**src/rtl/erase_seq_pkg.sv**
```systemverilog
package erase_seq_pkg;

  localparam logic [7:0] CMD_READ  = 8'h00;
  localparam logic [7:0] CMD_PROG  = 8'h40;
  localparam logic [7:0] CMD_ERASE = 8'h20;
  localparam logic [7:0] CMD_EVFY  = 8'hA0;
  localparam logic [7:0] BYTE_ZERO = 8'h00;
  localparam logic [7:0] BYTE_ERSD = 8'hFF;

  typedef enum logic [3:0] {
    ST_IDLE,
    ST_SCAN_CMD,
    ST_SCAN_RD,
    ST_PP_SETUP,
    ST_PP_DATA,
    ST_PP_WAIT,
    ST_ER_CMD1,
    ST_ER_CMD2,
    ST_ER_WAIT,
    ST_EV_CMD,
    ST_EV_WAIT,
    ST_EV_RD
  } seq_state_e;

endpackage

```
**src/rtl/erase_seq_timer.sv**
```systemverilog
module erase_seq_timer #(
  parameter int unsigned TMR_W = 8
) (
  input  logic             clk_i,
  input  logic             rst_ni,
  input  logic             load_i,
  input  logic [TMR_W-1:0] len_i,
  output logic             expired_o
);

  logic [TMR_W-1:0] cnt_q;

  // load with len-1 so a wait state lasts exactly len cycles
  always_ff @(posedge clk_i or negedge rst_ni) begin
    if (!rst_ni)             cnt_q <= '0;
    else if (load_i)         cnt_q <= len_i - TMR_W'(1);
    else if (cnt_q != '0)    cnt_q <= cnt_q - TMR_W'(1);
  end

  assign expired_o = (cnt_q == '0);

  a_r2_timer_counts_down: assert property (@(posedge clk_i) disable iff (!rst_ni)
    (!load_i && cnt_q != '0) |=> (cnt_q == $past(cnt_q) - TMR_W'(1)));

  a_r3_timer_load: assert property (@(posedge clk_i) disable iff (!rst_ni)
    load_i |=> (cnt_q == $past(len_i) - TMR_W'(1)));

endmodule

```
**src/rtl/erase_seq_addr.sv**
```systemverilog
module erase_seq_addr #(
  parameter int unsigned ADDR_W = 17
) (
  input  logic              clk_i,
  input  logic              rst_ni,
  input  logic              clr_i,
  input  logic              inc_i,
  output logic [ADDR_W-1:0] addr_o,
  output logic              last_o
);

  logic [ADDR_W-1:0] addr_q;

  always_ff @(posedge clk_i or negedge rst_ni) begin
    if (!rst_ni)     addr_q <= '0;
    else if (clr_i)  addr_q <= '0;
    else if (inc_i)  addr_q <= addr_q + ADDR_W'(1);
  end

  assign addr_o = addr_q;
  assign last_o = &addr_q;

  a_r4_addr_step: assert property (@(posedge clk_i) disable iff (!rst_ni)
    (inc_i && !clr_i) |=> (addr_q == $past(addr_q) + ADDR_W'(1)));

  a_r4_addr_clear: assert property (@(posedge clk_i) disable iff (!rst_ni)
    clr_i |=> (addr_q == '0));

endmodule

```
**src/rtl/erase_seq_pulses.sv**
```systemverilog
module erase_seq_pulses #(
  parameter int unsigned MAX_PULSES = 3000,
  parameter int unsigned PCNT_W     = 12
) (
  input  logic clk_i,
  input  logic rst_ni,
  input  logic clr_i,
  input  logic inc_i,
  output logic at_max_o
);

  logic [PCNT_W-1:0] cnt_q;

  always_ff @(posedge clk_i or negedge rst_ni) begin
    if (!rst_ni)     cnt_q <= '0;
    else if (clr_i)  cnt_q <= '0;
    else if (inc_i)  cnt_q <= cnt_q + PCNT_W'(1);
  end

  assign at_max_o = (cnt_q == PCNT_W'(MAX_PULSES));

  a_r7_pulse_cap: assert property (@(posedge clk_i) disable iff (!rst_ni)
    cnt_q <= PCNT_W'(MAX_PULSES));

  a_r7_no_pulse_past_cap: assert property (@(posedge clk_i) disable iff (!rst_ni)
    at_max_o |-> !inc_i);

endmodule

```
**src/rtl/erase_seq.sv**
```systemverilog
module erase_seq
  import erase_seq_pkg::*;
#(
  parameter int unsigned ADDR_W     = 17,
  parameter int unsigned ERASE_CYC  = 2500000,
  parameter int unsigned VFY_CYC    = 1500,
  parameter int unsigned PROG_CYC   = 6250,
  parameter int unsigned MAX_PULSES = 3000
) (
  input  logic              clk_i,
  input  logic              rst_ni,
  input  logic              start_i,
  output logic              busy_o,
  output logic              done_o,
  output logic              fail_o,
  output logic              bus_wr_o,
  output logic              bus_rd_o,
  output logic [ADDR_W-1:0] bus_addr_o,
  output logic [7:0]        bus_wdata_o,
  input  logic [7:0]        bus_rdata_i
);

  localparam int unsigned MAX_EV   = (ERASE_CYC > VFY_CYC) ? ERASE_CYC : VFY_CYC;
  localparam int unsigned MAX_WAIT = (MAX_EV > PROG_CYC) ? MAX_EV : PROG_CYC;
  localparam int unsigned TMR_W    = $clog2(MAX_WAIT + 1);
  localparam int unsigned PCNT_W   = $clog2(MAX_PULSES + 1);

  seq_state_e st_q, st_d;
  logic dirty_q, dirty_d, done_q, done_d, fail_q, fail_d;
  logic addr_clr, addr_inc, addr_last;
  logic pc_clr, pc_inc, pc_at_max;
  logic tmr_load, tmr_exp;
  logic [TMR_W-1:0] tmr_len;
  logic [ADDR_W-1:0] addr;
  logic rd_zero, rd_erased;

  assign rd_zero   = (bus_rdata_i == BYTE_ZERO);
  assign rd_erased = (bus_rdata_i == BYTE_ERSD);

  erase_seq_addr #(.ADDR_W(ADDR_W)) u_addr (
    .clk_i (clk_i), .rst_ni (rst_ni), .clr_i (addr_clr), .inc_i (addr_inc),
    .addr_o (addr), .last_o (addr_last)
  );

  erase_seq_pulses #(.MAX_PULSES(MAX_PULSES), .PCNT_W(PCNT_W)) u_pulses (
    .clk_i (clk_i), .rst_ni (rst_ni), .clr_i (pc_clr), .inc_i (pc_inc),
    .at_max_o (pc_at_max)
  );

  erase_seq_timer #(.TMR_W(TMR_W)) u_timer (
    .clk_i (clk_i), .rst_ni (rst_ni), .load_i (tmr_load), .len_i (tmr_len),
    .expired_o (tmr_exp)
  );

  always_comb begin
    st_d        = st_q;
    dirty_d     = dirty_q;
    done_d      = done_q;
    fail_d      = fail_q;
    addr_clr    = 1'b0;
    addr_inc    = 1'b0;
    pc_clr      = 1'b0;
    pc_inc      = 1'b0;
    tmr_load    = 1'b0;
    tmr_len     = '0;
    bus_wr_o    = 1'b0;
    bus_rd_o    = 1'b0;
    bus_wdata_o = BYTE_ZERO;
    unique case (st_q)
      ST_IDLE: begin
        if (start_i) begin
          st_d     = ST_SCAN_CMD;
          addr_clr = 1'b1;
          pc_clr   = 1'b1;
          dirty_d  = 1'b0;
          done_d   = 1'b0;
          fail_d   = 1'b0;
        end
      end
      ST_SCAN_CMD: begin
        bus_wr_o    = 1'b1;
        bus_wdata_o = CMD_READ;
        st_d        = ST_SCAN_RD;
      end
      ST_SCAN_RD: begin
        bus_rd_o = 1'b1;
        dirty_d  = dirty_q | ~rd_zero;
        if (addr_last) begin
          addr_clr = 1'b1;
          st_d     = (dirty_q || !rd_zero) ? ST_PP_SETUP : ST_ER_CMD1;
        end else begin
          addr_inc = 1'b1;
        end
      end
      ST_PP_SETUP: begin
        bus_wr_o    = 1'b1;
        bus_wdata_o = CMD_PROG;
        st_d        = ST_PP_DATA;
      end
      ST_PP_DATA: begin
        bus_wr_o    = 1'b1;
        bus_wdata_o = BYTE_ZERO;
        tmr_load    = 1'b1;
        tmr_len     = TMR_W'(PROG_CYC);
        st_d        = ST_PP_WAIT;
      end
      ST_PP_WAIT: begin
        if (tmr_exp) begin
          if (addr_last) begin
            addr_clr = 1'b1;
            st_d     = ST_ER_CMD1;
          end else begin
            addr_inc = 1'b1;
            st_d     = ST_PP_SETUP;
          end
        end
      end
      ST_ER_CMD1: begin
        bus_wr_o    = 1'b1;
        bus_wdata_o = CMD_ERASE;
        st_d        = ST_ER_CMD2;
      end
      ST_ER_CMD2: begin
        bus_wr_o    = 1'b1;
        bus_wdata_o = CMD_ERASE;
        pc_inc      = 1'b1;
        tmr_load    = 1'b1;
        tmr_len     = TMR_W'(ERASE_CYC);
        st_d        = ST_ER_WAIT;
      end
      ST_ER_WAIT: begin
        if (tmr_exp) st_d = ST_EV_CMD;
      end
      ST_EV_CMD: begin
        bus_wr_o    = 1'b1;
        bus_wdata_o = CMD_EVFY;
        tmr_load    = 1'b1;
        tmr_len     = TMR_W'(VFY_CYC);
        st_d        = ST_EV_WAIT;
      end
      ST_EV_WAIT: begin
        if (tmr_exp) st_d = ST_EV_RD;
      end
      ST_EV_RD: begin
        bus_rd_o = 1'b1;
        if (rd_erased) begin
          if (addr_last) begin
            done_d = 1'b1;
            st_d   = ST_IDLE;
          end else begin
            addr_inc = 1'b1;
            st_d     = ST_EV_CMD;
          end
        end else if (pc_at_max) begin
          fail_d = 1'b1;
          st_d   = ST_IDLE;
        end else begin
          st_d = ST_ER_CMD1;
        end
      end
      default: st_d = ST_IDLE;
    endcase
  end

  always_ff @(posedge clk_i or negedge rst_ni) begin
    if (!rst_ni) begin
      st_q    <= ST_IDLE;
      dirty_q <= 1'b0;
      done_q  <= 1'b0;
      fail_q  <= 1'b0;
    end else begin
      st_q    <= st_d;
      dirty_q <= dirty_d;
      done_q  <= done_d;
      fail_q  <= fail_d;
    end
  end

  assign busy_o     = (st_q != ST_IDLE);
  assign done_o     = done_q;
  assign fail_o     = fail_q;
  assign bus_addr_o = addr;

  a_r9_no_wr_rd_overlap: assert property (@(posedge clk_i) disable iff (!rst_ni)
    !(bus_wr_o && bus_rd_o));

  a_r8_busy_excludes_result: assert property (@(posedge clk_i) disable iff (!rst_ni)
    busy_o |-> !(done_o || fail_o));

  a_r6_done_fail_excl: assert property (@(posedge clk_i) disable iff (!rst_ni)
    !(done_o && fail_o));

  a_r5_retry_same_addr: assert property (@(posedge clk_i) disable iff (!rst_ni)
    (st_q == ST_EV_RD && !rd_erased && !pc_at_max) |=> (st_q == ST_ER_CMD1 && $stable(bus_addr_o)));

  a_r7_fail_at_cap: assert property (@(posedge clk_i) disable iff (!rst_ni)
    $rose(fail_o) |-> pc_at_max);

  a_r2_second_erase_write: assert property (@(posedge clk_i) disable iff (!rst_ni)
    (st_q == ST_ER_CMD1) |=> (bus_wr_o && bus_wdata_o == CMD_ERASE));

endmodule

```
**config.mk**
```make
export PLATFORM = sky130hd
export DESIGN_NAME = erase_seq
export DESIGN_NICKNAME = d
export VERILOG_FILES = /design/src/rtl/erase_seq_pkg.sv /design/src/rtl/erase_seq_timer.sv /design/src/rtl/erase_seq_addr.sv /design/src/rtl/erase_seq_pulses.sv /design/src/rtl/erase_seq.sv
export SDC_FILE = /design/constraint.sdc
export NUM_CORES = 1
export LEC_CHECK = 0
export ABC_AREA = 1
export BUFFER_PORTS_ARGS = -buffer_cell sky130_fd_sc_hd__buf_2
export CORE_MARGIN = 2
export CORE_UTILIZATION = 25
export CTS_CLUSTER_DIAMETER = 150
export DETAILED_ROUTE_END_ITERATION = 10
export GPL_TIMING_DRIVEN = 0
export PLACE_DENSITY = 0.43
export SLEW_MARGIN = 20
export SYNTH_ARGS = -nofsm -noshare
export SYNTH_HDL_FRONTEND = slang
export SYNTH_HIERARCHICAL = 1
export SYNTH_SLANG_ARGS = --single-unit
```
**constraint.sdc**
```tcl
create_clock -name clk_i -period 4.15 [get_ports clk_i]
set_input_delay 0.2075 -clock clk_i [delete_from_list [all_inputs] [get_ports clk_i]]
set_output_delay 0.2075 -clock clk_i [all_outputs]
set_load 0.02 [all_outputs]
```
==> impl_results.md, run 1 <==
- Mapped Area: 4280 um2
- Tightest Pin Transition: 985 ps
- Antenna diodes: 0
- Die ar.: 18200 um2
- Clock sinks: 58
- Largest family of logic cells by synthesized area: simple AND/OR/NAND/NOR gates
- Reg clk slew, reported paths: 60 ps
- Sequential fraction of the synthesis area: 0.339
- Arrival time at the worst endpoint: 3670 ps
- Global route overflow: 0
- Critical path's largest stage delay: 760 ps
- Core Util, Final: 0.308
- Wire per inst: 12.6 um
- Yosys top cell by area: dfrtp_1
- First-pass GRT wire length: 19700 um
- Via density: 4.45
- Cells after synthesis: 667
- Largest net degree at the start of global routing: 45
- Highest clock rate: 290 MHz
- Leak: 2.61 nW
- Area growth from synthesis to layout: 19.6%
- Final wirelength: 12000 um
- Rel. slew slack: 0.341
- Vias in the first global route: 3908
- Startpoint type of the worst setup path: flip-flop
- Core Area: 16600 um2
- Final setup fails: 0
- Clock skew: 8.13 ps
- Postcts setup bufs: 0
- Top-count cell post-synth: nand2_1
- Final Non-Filler Cells: 952
- Hpwl dp: 9290 um
- Final Slew Violations: 0
- Crit. End Element: flip-flop
- Top-area cell type share of the netlist area: 0.339
- Yosys cell types: 31
- Worst VDD drop: 0.000262 V
- Clk Latency, worst-skew pair: 340 ps
- Max-cap violations: 0
- Nets: 743
- RSZ-0062 raised after global routing: false
- WS Path Type: flip-flop to flip-flop
- Fin area: 5120 um2
- Crit-path max FO: 10
- Die W: 135 um
- Vias: 4232
- Clk buf depth: 2
- CTS tree: built
- Initial core utilization: 0.257
- Share of layout cells above drive strength 1: 0.182
- Row cnt: 47
- Capture point of the worst reg-to-reg path: u_timer/cnt_q[16]
- FFs w/ async S/R, synth: 1.00
- Placed cell count: 935
- Detailed Route Iter0 Violations: 179
- Final period util: 0.831
- Initial antenna violation count: 0
- Simple-gate share of the synthesized area: 0.431
- Cell mode on critical path: nand2_1
- Worst R2R Path Depth: 17
- Synth top area cells: dfrtp_1, nand2_1, inv_1, nor2_1, nand3_1
- Status: finished, final reports clean
- Slowest cell on the critical path: nor2_1
- Post-synthesis xor/xnor area fraction: 0.00614
- Mux cell area share after synthesis: 0
- Final-report hold violation count: 0
- Worst reg2reg path startpoint: st_q[2]
- Synth Register Bits: 58
- Pwr dens: 660 nW/um2
- DIE HEIGHT: 135 um
- Yosys warning count: 6
- Critical path capture point: u_timer/cnt_q[16]
- HP Start: bus_rdata_i[5]
- DRC viols: 0
- Router iterations before antenna repair: 5
- Hold WC Path Type: input port to flip-flop
- Root Buffer: clkbuf_16
- Worst Path Required: 4370 ps
- Compound-Gate Fraction of Synth Area: 0.0885
- Adder-cell share of the synthesized area: 0.0146
- Placer Congestion: 0.874
- Area post-placement: 4810 um2
- Syn_area_per_cell: 6.42 um2
- Tmin final: 3450 ps
- Final antenna-violating net count: 0
- I/O pins: 41
- Post-synth EDFFs: 0
- Worst Setup SP: st_q[2]
- Sum of negative setup slack: 0 ps
- Post-synth top cells: nand2_1, inv_1, nor2_1
- CTS buffer count: 9
- Overall Global Routing Usage: 0.139
- Flop2flop setup slack: 700 ps
- Synth Flop Type: dfrtp_1
- Hold_ws: 255 ps
- Worst-path cell chain: inv_1 > nor2_2 > inv_1 > nor2_1 > nor2_2 > nand2_1 > buf_4 > nand2_1 > nand2_2 > ha_1 > nand2_2 > nor2_2 > nand3_1 > nor2_1 > nand2_1 > nand2_1 > nor2_1
- PortBufs: 35
- CTS H-tree depth: 3
stage by stage:
step,worst slack [ps],total power [mW]
6_report,701,3.38
5_1_grt,455,3.71
4_1_cts,727,3.42
3_5_place_dp,764,2.61
3_3_place_gp,767,2.60
2_1_floorplan,1540,2.16
repair_timing:
action,4_1_cts,5_1_grt
hold buffers,1,0
resized for setup,0,0
hold endpoints to repair,14,0
worst min-delay path by stage:
| stage | to | cells past startpoint |
|---|---|---|
| 4_1_cts | dirty_q | 5 |
| 3_5_place_dp | st_q[2] | 1 |
| 3_3_place_gp | done_o | 2 |
| 6_report | dirty_q | 5 |
| 5_1_grt | st_q[2] | 2 |
| 2_1_floorplan | dirty_q | 0 |
per-layer routing:
layer	track usage	share of wire
met1	0.182	0.47
met2	0.226	0.46
met3	0.0308	0.049
met4	0.0509	0.021
met5	0	0
final cells by class:
type | instances | area [um2]
plain buffers | 15 | 126
clock buffers | 10 | 239
clock inverters | 6 | 66.3
fillers | 1859 | 11500
inverters | 103 | 387
multi-input cells | 503 | 2360
flip-flops and latches | 58 | 1450
well taps | 220 | 275
repair buffers | 37 | 215
logic make-up (layout without fill, tap and decap cells):
family	count (synthesis)	count (layout)
AOI/OAI and AO/OA	71	71
xor gates and xnor gates	3	3
adders and majority gates	5	5
buffers and inverters	118	171
DFF	58	58
other	1	13
and+or+nand+nor	411	411
flip-flops by register name, summed over array words and instances, names as in the netlist:
register,cells
dirty_q,1
fail_o,1
u_timer/cnt_q,22
u_pulses/cnt_q,12
u_addr/addr_o,17
done_o,1
st_q,4
where the power goes:
group	internal (mW)	switching, mW	total (mW)
logic	0.552	1.23	1.78
registers	0.712	0.109	0.821
clock network	0.481	0.293	0.774
critical path, delay by kind of cell (launching register included):
| family | cells | cell delay, ps |
|---|---|---|
| simple gates | 13 | 2320 |
| fa+ha+maj | 1 | 180 |
| flops | 1 | 420 |
| buf+inv | 3 | 400 |
placed cells by master (no fill, tap or decap), drive strengths merged:
cell           n
nand2        223
nor2         124
inv          103
dfrtp         58
buf           51
nand3         44
o21ai         36
a21oi         30
conb          13
nand4         10
clkbuf        10
nor3           9
ha             5
clkinvlp       3
xor2           2
clkinv         2
a21boi         1
o211ai         1
o2111ai        1
nand3b         1
a31oi          1
bufinv         1
dlygate4sd3    1
xnor2          1
o21bai         1
(Power assumes the default switching activity.)
==> run 2: changes to the inputs <==
- clock period: 4.15 -> 3.21 ns (I/O delays scaled with it)
==> run 2 against run 1 <==
Against the previous run:
- combinational power is 31% higher
- power up 30%
- count of clock-buffer cells in the layout unchanged
- final cell count is the same
- setup slack lost 440 ps
- clock power is 29% higher
- hold slack worse by 47 ps
- largest power group unchanged
==> impl_results.md, run 2 (synthesis gave the netlist of run 1 again) <==
- Status: finished, final reports clean (unchanged)
- Highest clock rate: 339 MHz (was 290 MHz)
- RSZ-0062 raised after global routing: false (unchanged)
- Rel. slew slack: 0.598 (was 0.341)
- Leak: 2.61 nW (about the same)
- Detailed Route Iter0 Violations: 197 (was 179)
- PortBufs: 35 (unchanged)
- Die W: 135 um (unchanged)
- Clock skew: 7.80 ps (was 8.13 ps)
- Worst VDD drop: 0.000348 V (was 0.000262 V)
- Final Non-Filler Cells: 952 (unchanged)
- Placed cell count: 935 (unchanged)
- Vias: 4217 (was 4232)
- Register area: 1450 um2 (unchanged)
- Arrival time at the worst endpoint: 3180 ps (was 3670 ps)
- Worst R2R Path Depth: 18 (was 17)
- Final wirelength: 12100 um (was 12000 um)
- Nets: 743 (unchanged)
- Final setup fails: 0 (unchanged)
- Postcts setup bufs: 0 (unchanged)
- Vias in the first global route: 3908 (unchanged)
- Hold depth: 5 (unchanged)
- Commonest non-fill, non-tap cell in the layout: nand2_1 (unchanged)
- Clock sinks: 58 (unchanged)
- Final period util: 0.920 (was 0.831)
- Antenna diodes: 0 (unchanged)
- Router iterations before antenna repair: 4 (was 5)
- Sum of negative setup slack: 0 ps (unchanged)
- Clk Latency, worst-skew pair: 340 ps (about the same)
- Crit. End Element: flip-flop (unchanged)
- Hpwl dp: 9290 um (unchanged)
- Final Slew Violations: 0 (unchanged)
- Crit-path max FO: 10 (unchanged)
- Initial antenna violation count: 0 (unchanged)
- Final-report hold violation count: 0 (unchanged)
- Row cnt: 47 (unchanged)
- Initial core utilization: 0.257 (unchanged)
- Core Area: 16600 um2 (unchanged)
- CTS H-tree depth: 3 (unchanged)
- Startpoint type of the worst setup path: flip-flop (unchanged)
- Global route overflow: 0 (unchanged)
- Final antenna-violating net count: 0 (unchanged)
- Power Total: 4.39 mW (was 3.38 mW)
- Max-cap violations: 0 (unchanged)
- Core Util, Final: 0.309 (was 0.308)
- Max reg flops: 22 (unchanged)
- CTS tree: built (unchanged)
- Tmin final: 2950 ps (was 3450 ps)
- Tightest Pin Transition: 598 ps (was 985 ps)
- Clk buf depth: 2 (unchanged)
- Root Buffer: clkbuf_16 (unchanged)
- Largest net degree at the start of global routing: 45 (unchanged)
- Area growth from synthesis to layout: 20.2% (was 19.6%)
- First-pass GRT wire length: 19700 um (unchanged)
- Worst Path Required: 3430 ps (was 4370 ps)
- Reg clk slew, reported paths: 60 ps (about the same)
- Hold WC Path Type: input port to flip-flop (unchanged)
- Multi-input logic area: 2380 um2 (was 2360 um2)
- Fillers: 1861 (was 1859)
- I/O pins: 41 (unchanged)
- CTS buffer count: 9 (unchanged)
- Commonest non-fill, non-tap cells in the layout: nand2_1, inv_1, nor2_1 (was nand2_1, nor2_1, inv_1)
- Die ar.: 18200 um2 (unchanged)
- Wire per inst: 12.7 um (was 12.6 um)
- Share of layout cells above drive strength 1: 0.189 (was 0.182)
- DRC viols: 0 (unchanged)
- DIE HEIGHT: 135 um (unchanged)
- Via density: 4.43 (was 4.45)
- Pwr dens: 853 nW/um2 (was 660 nW/um2)
- Placer Congestion: 0.874 (unchanged)
- WS Path Type: flip-flop to flip-flop (unchanged)
- Overall Global Routing Usage: 0.139 (unchanged)
- Top reg by flops: u_timer/cnt_q (unchanged)
run 2: stage by stage:
stage                     instance area (um2)  hold slack [ps]  worst slack, ps
after floorplan                          4330             -135              602
after detailed placement                 4810             50.1             -176
final                                    5140              208              257
after global routing                     5140              237             2.73
after CTS                                5120              213             74.5
after global placement                   4780              506             -173
run 2: report_power, final:
group / total, mW / internal (mW) / switching (mW)
sequential: 1.06 / 0.920 / 0.144
combinational: 2.33 / 0.718 / 1.61
clock: 1.00 / 0.621 / 0.379
run 2: layout make-up:
class | count | share of cell area
buffer | 15 | 0.0246
clock buffer | 10 | 0.0464
clock inverter | 6 | 0.0129
inverter | 103 | 0.0751
multi-input combinational | 503 | 0.464
sequential | 58 | 0.282
tap | 220 | 0.0535
timing repair buffer | 37 | 0.0418
run 2: worst paths after layout:
path,slack (ps),end,from
worst max-delay path,260,u_timer/cnt_q[16],st_q[2]
worst min-delay path,210,dirty_q,bus_rdata_i[5]
worst max register to register,260,u_timer/cnt_q[16],st_q[2]
worst min register to register,520,u_addr/addr_o[5],u_addr/addr_o[5]
max in group asynchronous,2470,u_pulses/cnt_q[4],rst_ni
min in group asynchronous,230,st_q[2],rst_ni
run 2: layer usage:
layer	up-vias	global-route usage	share of wire	routed length, um
met5	-	0	0	0
li1	2167	-	-	-
met4	0	0.0509	0.020	238
met1	1939	0.182	0.48	5770
met3	17	0.0308	0.047	563
met2	94	0.226	0.46	5530
run 2: timing repair:
action / in CTS / in global routing
gates resized for setup: 1 / 6
endpoints found under the setup margin: 8 / 11
pin swaps: 0 / 0
cloned: 0 / 0
endpoints found under the hold margin: 19 / 0
hold buffers: 1 / 0
run 2: worst max-delay path: stages (launching register included):
cell	delay [ps]
dfrtp_1	420
inv_1	90
nor2_2	50
inv_1	200
nor2_4	130
nor2_2	220
nand2_1	160
inv_2	190
buf_6	200
nand2_1	90
nand2_2	100
ha_1	180
nand2_2	80
nor2_2	180
nand3_1	170
nor2_2	190
nand2_1	60
nand2_1	60
nor2_1	60
